**config.mk**
```make
export PLATFORM = sky130hd
export DESIGN_NAME = lhp_local_predictor
export DESIGN_NICKNAME = d
export VERILOG_FILES = /design/src/rtl/lhp_pkg.sv /design/src/rtl/lhp_sat_ctr.sv /design/src/rtl/lhp_hist_shift.sv /design/src/rtl/lhp_entry_array.sv /design/src/rtl/lhp_local_predictor.sv
export SDC_FILE = /design/constraint.sdc
export NUM_CORES = 2
export LEC_CHECK = 0
export BUFFER_PORTS_ARGS = -buffer_cell sky130_fd_sc_hd__buf_4
export CAP_MARGIN = 10
export CORE_ASPECT_RATIO = 0.6
export CORE_MARGIN = 3
export CORE_UTILIZATION = 30
export CTS_BUF_LIST = sky130_fd_sc_hd__clkbuf_4 sky130_fd_sc_hd__clkbuf_8
export DETAILED_ROUTE_END_ITERATION = 10
export PLACE_DENSITY_LB_ADDON = 0.05
export SETUP_SLACK_MARGIN = 0.02
export SLEW_MARGIN = 20
export SYNTH_ARGS = -nofsm -noshare
export SYNTH_HDL_FRONTEND = slang
export SYNTH_SLANG_ARGS = --single-unit
```
**constraint.sdc**
```tcl
create_clock -name clk -period 80.9 [get_ports clk]
set_input_delay 4.045 -clock clk [delete_from_list [all_inputs] [get_ports clk]]
set_output_delay 4.045 -clock clk [all_outputs]
set_load 0.01 [all_outputs]
```
**src/rtl/lhp_pkg.sv**
```systemverilog
package lhp_pkg;
  localparam int CTR_W = 2;
  typedef logic [CTR_W-1:0] ctr_t;
  localparam ctr_t CTR_RESET = 2'd1;   // weakly not taken
  localparam ctr_t CTR_MAX   = 2'd3;
  localparam ctr_t CTR_MIN   = 2'd0;
  localparam ctr_t CTR_TAKEN = 2'd2;   // lowest value predicting taken
endpackage

```
**src/rtl/lhp_sat_ctr.sv**
```systemverilog
module lhp_sat_ctr
  import lhp_pkg::*;
(
  input  logic [CTR_W-1:0] cur,
  input  logic             up,
  output logic [CTR_W-1:0] nxt
);
  always_comb begin
    nxt = cur;
    if (up) begin
      if (cur != CTR_MAX) nxt = cur + 1'b1;
    end else begin
      if (cur != CTR_MIN) nxt = cur - 1'b1;
    end
  end
endmodule

```
**src/rtl/lhp_hist_shift.sv**
```systemverilog
module lhp_hist_shift #(
  parameter int HIST_W = 8
) (
  input  logic [HIST_W-1:0] hist,
  input  logic              taken,
  output logic [HIST_W-1:0] nxt
);
  // newest outcome enters at bit 0, oldest leaves from the top
  assign nxt = {hist[HIST_W-2:0], taken};
endmodule

```
**src/rtl/lhp_entry_array.sv**
```systemverilog
module lhp_entry_array #(
  parameter int            AW      = 8,
  parameter int            DW      = 8,
  parameter logic [DW-1:0] RST_VAL = '0
) (
  input  logic          clk,
  input  logic          rst_n,
  input  logic [AW-1:0] rd_idx,
  output logic [DW-1:0] rd_data,
  input  logic          wr_en,
  input  logic [AW-1:0] wr_idx,
  input  logic [DW-1:0] wr_data
);
  localparam int DEPTH = 1 << AW;

  logic [DEPTH-1:0][DW-1:0] mem_q;
  logic [DEPTH-1:0]         ent_we;

  for (genvar g = 0; g < DEPTH; g++) begin : g_ent
    logic [DW-1:0] ent_q;
    logic [DW-1:0] ent_d;

    assign ent_we[g] = wr_en && (wr_idx == AW'(g));

    always_comb begin
      ent_d = ent_q;
      if (ent_we[g]) ent_d = wr_data;
    end

    always_ff @(posedge clk or negedge rst_n) begin
      if (!rst_n)         ent_q <= RST_VAL;
      else if (ent_we[g]) ent_q <= ent_d;
    end

    assign mem_q[g] = ent_q;
  end

  // read sees stored contents; a same-cycle write lands at the edge
  assign rd_data = mem_q[rd_idx];

  AST_WRITE_VISIBLE_NEXT: assert property (@(posedge clk) disable iff (!rst_n)
    wr_en |=> mem_q[$past(wr_idx)] == $past(wr_data));

  AST_IDLE_HOLDS: assert property (@(posedge clk) disable iff (!rst_n)
    !wr_en |=> $stable(mem_q));
endmodule

```
**src/rtl/lhp_local_predictor.sv**
```systemverilog
module lhp_local_predictor
  import lhp_pkg::*;
#(
  parameter int PC_W    = 32,
  parameter int IDX_LSB = 2,
  parameter int IDX_W   = 8,
  parameter int HIST_W  = 8
) (
  input  logic              clk,
  input  logic              rst_n,
  input  logic [PC_W-1:0]   f_pc,
  output logic              f_pred_taken,
  output logic [HIST_W-1:0] f_hist,
  output logic [1:0]        f_ctr,
  input  logic              u_valid,
  input  logic              u_is_branch,
  input  logic [PC_W-1:0]   u_pc,
  input  logic [HIST_W-1:0] u_hist,
  input  logic [1:0]        u_ctr,
  input  logic              u_taken
);
  localparam int IDX_HI = IDX_LSB + IDX_W;

  // reset: asserts at once, releases on the clock
  logic rst_meta_q, rst_sync_q;
  always_ff @(posedge clk or negedge rst_n) begin
    if (!rst_n) begin
      rst_meta_q <= 1'b0;
      rst_sync_q <= 1'b0;
    end else begin
      rst_meta_q <= 1'b1;
      rst_sync_q <= rst_meta_q;
    end
  end

  logic [IDX_W-1:0]  f_idx, u_idx;
  logic [HIST_W-1:0] bht_wdata;
  ctr_t              pht_wdata;
  ctr_t              pht_rdata;
  logic              upd;
  logic              unused_pc_bits;

  assign f_idx = f_pc[IDX_HI-1:IDX_LSB];
  assign u_idx = u_pc[IDX_HI-1:IDX_LSB];
  assign unused_pc_bits = ^{f_pc[PC_W-1:IDX_HI], f_pc[IDX_LSB-1:0],
                            u_pc[PC_W-1:IDX_HI], u_pc[IDX_LSB-1:0]};
  assign upd = u_valid && u_is_branch;

  lhp_hist_shift #(.HIST_W(HIST_W)) u_shift (
    .hist  (u_hist),
    .taken (u_taken),
    .nxt   (bht_wdata)
  );

  lhp_sat_ctr u_step (
    .cur (u_ctr),
    .up  (u_taken),
    .nxt (pht_wdata)
  );

  // first level: per-branch history, addressed by the address slice
  lhp_entry_array #(.AW(IDX_W), .DW(HIST_W), .RST_VAL('0)) u_bht (
    .clk     (clk),
    .rst_n   (rst_sync_q),
    .rd_idx  (f_idx),
    .rd_data (f_hist),
    .wr_en   (upd),
    .wr_idx  (u_idx),
    .wr_data (bht_wdata)
  );

  // second level: counters, addressed by the history pattern alone
  lhp_entry_array #(.AW(HIST_W), .DW(CTR_W), .RST_VAL(CTR_RESET)) u_pht (
    .clk     (clk),
    .rst_n   (rst_sync_q),
    .rd_idx  (f_hist),
    .rd_data (pht_rdata),
    .wr_en   (upd),
    .wr_idx  (u_hist),
    .wr_data (pht_wdata)
  );

  assign f_ctr        = pht_rdata;
  assign f_pred_taken = (pht_rdata >= CTR_TAKEN);

  AST_HIST_APPENDS_OUTCOME: assert property (@(posedge clk) disable iff (!rst_sync_q)
    upd |-> (bht_wdata[0] == u_taken) && (bht_wdata[HIST_W-1:1] == u_hist[HIST_W-2:0]));

  AST_CTR_NO_WRAP_UP: assert property (@(posedge clk) disable iff (!rst_sync_q)
    (upd && u_taken) |-> (pht_wdata >= u_ctr));

  AST_CTR_NO_WRAP_DOWN: assert property (@(posedge clk) disable iff (!rst_sync_q)
    (upd && !u_taken) |-> (pht_wdata <= u_ctr));

  AST_CTR_ONE_STEP: assert property (@(posedge clk) disable iff (!rst_sync_q)
    upd |-> ($countones(pht_wdata ^ u_ctr) <= 2) && (pht_wdata != u_ctr || u_ctr == CTR_MAX || u_ctr == CTR_MIN));
endmodule

```
==> results.sh <==
export IMPL_nNetsFinal=8093
export IMPL_synth_seq_area_share_pct=54.7
export IMPL_critPathRequiredTime_ns=76.85
export IMPL_finalPower_mw=2.83
export IMPL_core_area_sq_um=389000
export IMPL_synth_nets=8010
export IMPL_cts_repair_resized=0
export IMPL_hp_class="flip-flop to flip-flop"
export IMPL_dieArea_sq_um=400000
export IMPL_fmaxAchievable_mhz=53.8
export IMPL_setup_tns_ns=0
export IMPL_grt_max_degree=176
export IMPL_netSwitchingFraction_pct=25.8
export IMPL_crit_chain="buf_8 > buf_4 > buf_4 > buf_4 > buf_12 > buf_4 > mux4_2 > a22oi_1 > a21oi_1 > nor4_1 > nor2_1 > nor4_4 > inv_2 > nand3_2 > buf_4 > o22ai_1 > nor4_1 > o221ai_1 > nor3_1 > nor4_2 > buf_4"
export IMPL_cts_hold_buffers=0
export IMPL_arrival_ns=14.54
export IMPL_grt_pass1_wl_um=591000
export IMPL_gp_congestion=0.776
export IMPL_startpoint_type="primary input"
export IMPL_via_count=70778
export IMPL_path_delay_family="buffers and inverters"
export IMPL_synthArstFlopShare_pct=100
export IMPL_worst_path_max_delay_cell="nor4_1"
export IMPL_synth_area_per_cell_sq_um=14.8
export IMPL_fin_skew_ns=0.0895
export IMPL_peakVddDrop_mv=0.0124
export IMPL_yosysMostFrequentCell="mux2_2"
export IMPL_power_density_nw_per_um2=21.2
export IMPL_synth_top_cell_area_share_pct=49.0
export IMPL_io_buffers=41
export IMPL_max_cap_violations=0
export IMPL_drtPass1Iterations=5
export IMPL_cpMostUsedCell="buf_4"
export IMPL_slew_headroom_pct=15.6
export IMPL_comb_power_share_pct=7.5
export IMPL_synth_cell_type_count=60
export IMPL_crit_fanout=50
export IMPL_root_buffer="clkbuf_8"
export IMPL_die_h_um=491
export IMPL_antenna_left=0
export IMPL_ys_seq_elements=2562
export IMPL_numClockSinks=2562
export IMPL_synth_common_cells="mux2_2 (2404), dfrtp_1 (2306), mux4_2 (598), clkbuf_1 (427), nand2_1 (427)"
export IMPL_synth_edf_count=0
export IMPL_worst_slew_pin_slew_ns=1.23
export IMPL_critPathBufInv=9
export IMPL_hold_viol=0
export IMPL_crit_path_end_kind="output pin"
export IMPL_clock_path_buffers=4
export IMPL_critPathKind="primary input to output pin"
export IMPL_pwr_share_seq_pct=47.3
export IMPL_slowest_delay_ns=0.90
export IMPL_ys_flop_type="dfrtp_1"
export IMPL_pin_count=90
export IMPL_gr_total_overflow=0
export IMPL_grt_setup_unrepaired="false"
export IMPL_internal_power_mw=2.10
export IMPL_final_layout_size_suffix_gt1_share_pct=52.1
export IMPL_p_sw_uw=729
export IMPL_drc=0
export IMPL_post_cts_buffers=0
export IMPL_vias_per_cell=5.21
export IMPL_wl_per_cell_um=30.6
export IMPL_h_tree_depth=5
export IMPL_synth_area_leader_cell="dfrtp_1"
export IMPL_area_delta_synth_final_pct=13.1
export IMPL_cts_tree="yes"
export IMPL_rows=177
export IMPL_finalCritPeriodShare_pct=23.0
export IMPL_track_usage_pct=20.4
export IMPL_antenna_found_initial=57
export IMPL_syn_area_sq_um=118000
export IMPL_clkSlewWorstSetupHoldPaths_ns=0.05
export IMPL_slew_viol_final=0
export IMPL_synthCells=7931
export IMPL_power_share_clock_pct=45.2
export IMPL_post_dp_hpwl_um=264000
export IMPL_wirelength_um=415000
export IMPL_p_leak_nw=61.4
export IMPL_synthTopCellsByArea="dfrtp_1 (49%), mux2_2 (23%), mux4_2 (11%), dfstp_2 (5.7%), mux2i_1 (2.5%)"
export IMPL_numCtsBuffers=434
export IMPL_insertion_delay_ns=1.11
export IMPL_drt_iter0_drc=4828
export IMPL_setup_violations_final=0
export IMPL_grt_pass1_vias=73874
export IMPL_yosys_warnings=0
export IMPL_die_x_um=815
export IMPL_initial_utilization_pct=30.3
export IMPL_period_needed_ns=18.59
export IMPL_status="finished, final reports clean"
## path summary, 6_finish.rpt
| check | to | cells past startpoint | startpoint | slack [ns] |
|---|---|---|---|---|
| max in group asynchronous | u_pht.g_ent[219].ent_q[1] | 6 | rst_sync_q | 74.93 |
| worst max-delay path | f_ctr[0] | 21 | f_pc[2] | 62.31 |
| min in group asynchronous | u_bht.g_ent[89].ent_q[7] | 0 | rst_sync_q | 0.39 |
| worst min-delay path | rst_sync_q | 0 | rst_meta_q | 0.35 |
| worst min register to register | rst_sync_q | 0 | rst_meta_q | 0.35 |
| worst max register to register | u_pht.g_ent[219].ent_q[1] | 6 | rst_sync_q | 74.93 |
## layout by cell type (no fill, tap or decap), drive strengths merged, types with 24 or more instances in the layout
cell type / count
o21ai: 163
clkinv: 34
o22ai: 114
a31oi: 24
dfrtp: 2306
clkbuf: 721
mux2: 2404
a21oi: 42
diode: 36
dfstp: 256
a22oi: 61
nand3: 37
nor4: 29
nor2: 414
mux2i: 297
nand2: 428
mux4: 598
nor3: 35
buf: 227
## flip-flops by register name (all words and copies together), names as in the netlist
name and cells:
u_bht.g_ent.ent_q 2048, u_pht.g_ent.ent_q 512, rst_meta_q 1, rst_sync_q 1
## kinds of logic after synthesis
| group | synth area share [%] |
|---|---|
| compound gates | 2.40 |
| buf+inv | 2.34 |
| flops | 54.7 |
| mux | 37.0 |
| other cells | 0.00318 |
| simple gates | 3.59 |
## worst reg2reg max path: cells and delay by family (launching register included)
kind | cells | cell delay [ns]
buf+inv | 6 | 5.03
flops | 1 | 0.90
## routing by layer
metal / vias to the layer above / part of all wire [%] / GRT usage, %
met3: 533 / 6.1 / 4.98
met2: 1633 / 38 / 26.7
met5: - / 0.012 / 0
met4: 8 / 1.9 / 3.88
met1: 39032 / 54 / 33.4
li1: 29572 / - / -
## power groups by stage
| stage | clock [mW] | combinational [mW] | sequential (mW) |
|---|---|---|---|
| finish | 1.28 | 0.211 | 1.34 |
| global route | 1.38 | 0.227 | 1.34 |
| CTS | 1.33 | 0.215 | 1.34 |
| detailed placement | 0 | 0.215 | 1.36 |
| global placement | 0 | 0.212 | 1.36 |
| floorplan | 0 | 0.121 | 1.38 |
## through the flow
step | worst slack [ns] | hold WS, ns | util (%) | cells | instance area [sq um]
detailed placement | 62.07 | 0.337 | 31.8 | 12767 | 124000
floorplan | 4.64 | 0.331 | - | 7931 | 118000
global placement | 62.14 | 0.339 | 31.8 | 12766 | 124000
finish | 62.31 | 0.345 | 34.2 | 13576 | 133000
CTS | 62.06 | 0.348 | 34.2 | 13538 | 133000
global route | 61.64 | 0.366 | 34.2 | 13542 | 133000
## cell type report
| cell class | count | area [sq um] |
|---|---|---|
| diodes | 36 | 90.1 |
| clock buffers | 721 | 8900 |
| clock inverters | 50 | 425 |
| fillers | 37452 | 256000 |
| inverters | 15 | 61.3 |
| multi-input cells | 4774 | 50900 |
| flip-flops and latches | 2562 | 64400 |
| well taps | 5191 | 6490 |
| repair buffers | 227 | 1930 |
No activity file was read; power rests on OpenSTA's default activity.
